--- config.mk ---
export PLATFORM = sky130hd
export DESIGN_NAME = fsk_fracn_ctrl
export DESIGN_NICKNAME = d
export VERILOG_FILES = /design/src/rtl/fsk_fracn_pkg.sv /design/src/rtl/fsk_data_sync.sv /design/src/rtl/fsk_num_select.sv /design/src/rtl/fsk_frac_accum.sv /design/src/rtl/fsk_fracn_ctrl.sv
export SDC_FILE = /design/constraint.sdc
export NUM_CORES = 1
export LEC_CHECK = 0
export BUFFER_PORTS_ARGS = -buffer_cell sky130_fd_sc_hd__buf_2
export CAP_MARGIN = 20
export CORE_UTILIZATION = 62
export CTS_CLUSTER_SIZE = 12
export DETAILED_ROUTE_END_ITERATION = 8
export HOLD_SLACK_MARGIN = 0.05
export MAX_ROUTING_LAYER = met4
export PLACE_DENSITY_LB_ADDON = 0.12
export SYNTH_ARGS = -nofsm -noshare
export SYNTH_HDL_FRONTEND = slang
export SYNTH_SLANG_ARGS = --single-unit
--- constraint.sdc ---
create_clock -name clk_ref -period 16.5 [get_ports clk_ref]
set_input_delay 1.65 -clock clk_ref [delete_from_list [all_inputs] [get_ports clk_ref]]
set_output_delay 1.65 -clock clk_ref [all_outputs]
set_load 0.01 [all_outputs]
--- src/rtl/fsk_fracn_pkg.sv ---
package fsk_fracn_pkg;
  // Width of the fractional numerator (centre) and denominator.
  localparam int FRAC_W = 12;
  // Width of the deviation field above the centre in the numerator word.
  localparam int DEV_W  = 10;
  // Full numerator register word.
  localparam int NUM_W  = FRAC_W + DEV_W;
  // Zero-extension needed to line the deviation up with the centre.
  localparam int PAD_W  = FRAC_W - DEV_W;

  typedef logic [FRAC_W-1:0] frac_t;
  typedef logic [DEV_W-1:0]  dev_t;

  // Numerator-selection outcome, exposed for the checker.
  typedef enum logic [1:0] {
    SEL_ZERO   = 2'd0,  // denominator or centre unusable
    SEL_CENTRE = 2'd1,  // keying off or deviation out of range
    SEL_KEYED  = 2'd2   // centre +/- deviation in use
  } sel_kind_e;
endpackage

--- src/rtl/fsk_data_sync.sv ---
module fsk_data_sync #(
  parameter int STAGES = 2
) (
  input  logic clk,
  input  logic rst_n,
  input  logic d_i,
  output logic q_o
);
  logic [STAGES-1:0] chain_q;

  // One flop per stage, each fed from the one before it.
  for (genvar s = 0; s < STAGES; s++) begin : g_stage
    if (s == 0) begin : g_first
      always_ff @(posedge clk) begin
        if (!rst_n) chain_q[s] <= 1'b0;
        else        chain_q[s] <= d_i;
      end
    end else begin : g_next
      always_ff @(posedge clk) begin
        if (!rst_n) chain_q[s] <= 1'b0;
        else        chain_q[s] <= chain_q[s-1];
      end
    end
  end

  assign q_o = chain_q[STAGES-1];
endmodule

--- src/rtl/fsk_num_select.sv ---
module fsk_num_select
  import fsk_fracn_pkg::*;
(
  input  frac_t     centre_i,
  input  dev_t      dev_i,
  input  frac_t     den_i,
  input  logic      wide_i,
  input  logic      sym_i,
  output frac_t     num_o,
  output logic      err_o,
  output sel_kind_e kind_o
);
  logic [FRAC_W:0] up_sum;
  frac_t           dev_ext;
  frac_t           dn_val;
  logic            base_bad;
  logic            up_ok;
  logic            dn_ok;

  assign dev_ext  = {{PAD_W{1'b0}}, dev_i};
  assign up_sum   = {1'b0, centre_i} + {1'b0, dev_ext};
  assign dn_val   = centre_i - dev_ext;

  // Centre must be a proper fraction of a non-zero denominator.
  assign base_bad = (den_i == '0) || (centre_i >= den_i);
  // Both keyed values must stay inside 0 .. den-1.
  assign up_ok    = (up_sum < {1'b0, den_i});
  assign dn_ok    = (dev_ext <= centre_i);

  always_comb begin
    kind_o = SEL_KEYED;
    err_o  = 1'b0;
    num_o  = sym_i ? up_sum[FRAC_W-1:0] : dn_val;
    if (base_bad) begin
      kind_o = SEL_ZERO;
      err_o  = 1'b1;
      num_o  = '0;
    end else if (wide_i) begin
      kind_o = SEL_CENTRE;
      num_o  = centre_i;
    end else if (!(up_ok && dn_ok)) begin
      kind_o = SEL_CENTRE;
      err_o  = 1'b1;
      num_o  = centre_i;
    end
  end
endmodule

--- src/rtl/fsk_frac_accum.sv ---
module fsk_frac_accum
  import fsk_fracn_pkg::*;
(
  input  logic  clk,
  input  logic  rst_n,
  input  frac_t num_i,
  input  frac_t den_i,
  output frac_t acc_o,
  output logic  carry_o
);
  frac_t           acc_q;
  logic            carry_q;
  logic [FRAC_W:0] sum;
  logic [FRAC_W:0] wrapped;
  logic            stale;
  logic            wrap;

  // A residue left over from a larger denominator is unusable.
  assign stale   = (acc_q >= den_i);
  assign sum     = {1'b0, acc_q} + {1'b0, num_i};
  assign wrap    = (sum >= {1'b0, den_i});
  assign wrapped = sum - {1'b0, den_i};

  always_ff @(posedge clk) begin
    if (!rst_n) begin
      acc_q   <= '0;
      carry_q <= 1'b0;
    end else if (stale) begin
      acc_q   <= '0;
      carry_q <= 1'b0;
    end else if (wrap) begin
      acc_q   <= wrapped[FRAC_W-1:0];
      carry_q <= 1'b1;
    end else begin
      acc_q   <= sum[FRAC_W-1:0];
      carry_q <= 1'b0;
    end
  end

  assign acc_o   = acc_q;
  assign carry_o = carry_q;
endmodule

--- src/rtl/fsk_fracn_ctrl.sv ---
module fsk_fracn_ctrl
  import fsk_fracn_pkg::*;
#(
  parameter int N_W         = 16,
  parameter int SYNC_STAGES = 2
) (
  input  logic             clk_ref,
  input  logic             rst_n,
  input  logic [N_W-1:0]   int_n_i,
  input  logic [NUM_W-1:0] frac_num_i,
  input  logic [FRAC_W-1:0] frac_den_i,
  input  logic             wide_frac_i,
  input  logic             fsk_data_i,
  output logic [N_W:0]     div_val_o,
  output logic             cfg_err_o
);
  frac_t     centre;
  dev_t      dev;
  logic      sym_s;
  frac_t     num_act;
  sel_kind_e sel_kind;
  frac_t     acc;
  logic      carry;

  assign centre = frac_num_i[FRAC_W-1:0];
  assign dev    = frac_num_i[NUM_W-1:FRAC_W];

  fsk_data_sync #(.STAGES(SYNC_STAGES)) u_sync (
    .clk   (clk_ref),
    .rst_n (rst_n),
    .d_i   (fsk_data_i),
    .q_o   (sym_s)
  );

  fsk_num_select u_sel (
    .centre_i (centre),
    .dev_i    (dev),
    .den_i    (frac_den_i),
    .wide_i   (wide_frac_i),
    .sym_i    (sym_s),
    .num_o    (num_act),
    .err_o    (cfg_err_o),
    .kind_o   (sel_kind)
  );

  fsk_frac_accum u_acc (
    .clk     (clk_ref),
    .rst_n   (rst_n),
    .num_i   (num_act),
    .den_i   (frac_den_i),
    .acc_o   (acc),
    .carry_o (carry)
  );

  assign div_val_o = {1'b0, int_n_i} + {{N_W{1'b0}}, carry};
endmodule

==> flow_summary.toml <==
[run_status]
status = "finished, final reports clean"

[sta]
worst_slack_ns = 7.429
rsz0062_at_grt = "no"
slew_violations = 0
clock.fmax_ghz = 0.1102
period_minus_slack_ns = 9.071
slew_headroom = 0.4206
setup_viol_count_final = 0
fin_skew_ns = 0.003107
worstMarginPinSlew_ns = 0.8679
layout_worst_path_cycle_share = 0.5498
tns_ns = 0
hold_viol_final = 0

[synthesis]
synthFlopType = "dfxtp_1"
muxShareOfSynthArea = 0.02979
yosys.cell_types.count = 59
synth_compound_area_frac = 0.2622
ys_async_sr_fraction = 0
synth-xor-area-share = 0.1021
synth_area_mm2 = 0.004033
synthSimpleGateAreaFrac = 0.1961
synth-seq-cells = 15
synth_top_family_by_area = "adder cells"
yosys_warnings = 0
yosysSeqAreaShare = 0.07446
synth-edff-count = 0
netlist_top_cells_area = "ha_1 25%, dfxtp_1 7.4%, xnor2_1 6.5%, inv_1 4.7%, nor2_1 4.5%"
synth_top_area_cell = "ha_1"
postSynthAreaPerCell_um2 = 7.755
synth.top_cell.area_share = 0.2513
synth_nets = 659
synth_cells = 520
synth_fa_ha_area_frac = 0.2712

[placed_design]
numPortBuffers = 71
place.gp.congestion = 0.9284
place_ws_ns = 7.244
place_hpwl_mm = 8.595

[worst_setup_path]
slowest_delay_ns = 0.58
required_ns = 16.65
critical_path.top_delay_family = "compound AO/OA/AOI/OAI gates"
crit_arrival_ns = 9.22
worst_path_most_repeated_cell = "ha_1"
path_max_fanout = 17
cp-startpoint = "frac_num_i[0]"
r2r_start = "u_sync.q_o$_SDFF_PN0_"
critPathLaunchType = "input port"
path_class = "input port to flip-flop"
crit_buf_inv = 3
endpoint_kind = "flip-flop"
slowest_stage = "nor3_4"

[min_path]
min_path_type = "flip-flop to flip-flop"
hold_start = "u_sync.chain_q[0]$_SDFF_PN0_"

[drt]
drc = 0
drtIter0Drc = 215
via_per_inst = 6.128
dr_total_vias = 4032
wire_per_inst_um = 15.46
dr.pass1.iters = 6
wl_mm = 10.18
postRouteAntennaNets = 0

[clock_tree]
htreeDepth = 1
clockBufferDepth = 2
postCtsSetupRepairBufs = 0
hold_buffers = 0
cts.repair.resized = 0
cts_tree = "yes"
clock_sinks = 15
clk_latency_ns = 0.25
path_clk_slew_ns = 0.06
numCtsBuffers = 3
cts_root_buf = "clkbuf_8"

[pwr]
power.leakage_nw = 2.219
internal-power_uw = 246.6
pwr-share-clk = 0.061
p_seq_frac = 0.113
ir_drop_uv = 120.1
power_density_mw_per_mm2 = 112.3
power_frac_comb = 0.826
switching_share = 0.5074
switching_power_uw = 254.1

[global_routing]
overflow = 0
track_usage = 0.3112
first_global_vias = 3533
antenna_found_initial = 0
grt_first_pass_wirelength_mm = 15.89
grt_max_degree = 24

[cells_and_area]
final_layout_size_suffix_gt1_frac = 0.1583
final_common_cell = "ha_1"
area_growth_pct = 10.58
antenna_cells = 0
fill_cells = 558
layout_common_cells = "81 x ha_1, 71 x buf_2, 50 x inv_1"
nets = 721

[die]
die_area_mm2 = 0.006831
io_pins = 72
die_x_um = 82.65
core-area_mm2 = 0.006314
die_y_um = 82.65
row_count = 29
start_util = 0.6387

[run]
drv_cap = 0
[layer usage]
layer | track usage | vias to the layer above | wire length [µm] | part of all wire
met5 | - | - | 0 | 0
met4 | 0.04483 | 0 | 97 | 0.0095
met3 | 0.04176 | 8 | 658 | 0.065
met2 | 0.5295 | 156 | 4723 | 0.46
met1 | 0.3991 | 1836 | 4696 | 0.46
li1 | - | 2032 | - | -
[stage by stage]
step,instances,util,power [mW],hold WS [ns],instance area [µm²]
2_1_floorplan,520,-,0.3867,0.4118,4033
3_3_place_gp,654,0.6990,0.4518,0.4234,4413
3_5_place_dp,654,0.6990,0.4641,0.4192,4413
4_1_cts,658,0.7063,0.4983,0.4436,4459
5_1_grt,658,0.7063,0.5530,0.4854,4459
6_report,658,0.7063,0.5007,0.4377,4459
[final timing paths]
kind / to / slack (ns) / cells after the start
worst max-delay path: u_acc.acc_o[9]$_SDFF_PP0_ / 7.43 / 33
worst max register to register: u_acc.acc_o[9]$_SDFF_PP0_ / 11.25 / 19
worst min-delay path: u_sync.q_o$_SDFF_PN0_ / 0.44 / 1
worst min register to register: u_sync.q_o$_SDFF_PN0_ / 0.44 / 1
[Yosys cell counts (all sizes together) (13+ instances only)]
cell,instances
a21o,18
o21ai,17
nor3,16
nand3,13
inv,50
a21oi,32
nand2,21
xor2,17
dfxtp,15
a211oi,20
xnor2,30
nor2,48
ha,81
[cells by family (layout without fill, tap and decap cells)]
logic type,after synthesis,count (layout)
simple gates,153,153
compound gates,144,144
fa+ha+maj,85,85
buf+inv,64,125
xor+xnor,47,47
flops,15,15
mux,12,12
[power by group through the flow]
| stage | combinational (mW) | sequential [mW] | clock (mW) |
|---|---|---|---|
| floorplan | 0.333 | 0.0539 | 0 |
| global placement | 0.395 | 0.0571 | 0 |
| detailed placement | 0.407 | 0.0574 | 0 |
| CTS | 0.411 | 0.0566 | 0.0309 |
| global route | 0.463 | 0.0573 | 0.0323 |
| finish | 0.413 | 0.0567 | 0.0306 |
[sequential cells by signal (all words and copies together) (netlist names)]
register / flops
u_acc.acc_o: 12
u_acc.carry_o: 1
u_sync.chain_q: 1
u_sync.q_o: 1
[final cells by class]
class	count	area [µm²]	share of cell area
Multi-Input combinational cell	441	3473	0.7789
Timing Repair Buffer	71	355.3	0.07969
Sequential cell	15	300.3	0.06734
Inverter	50	187.7	0.04209
Tap cell	77	96.34	0.02160
Clock buffer	3	41.29	0.009259
Clock inverter	1	5.005	0.001122
Note: power is estimated with default switching activity, not from simulation.
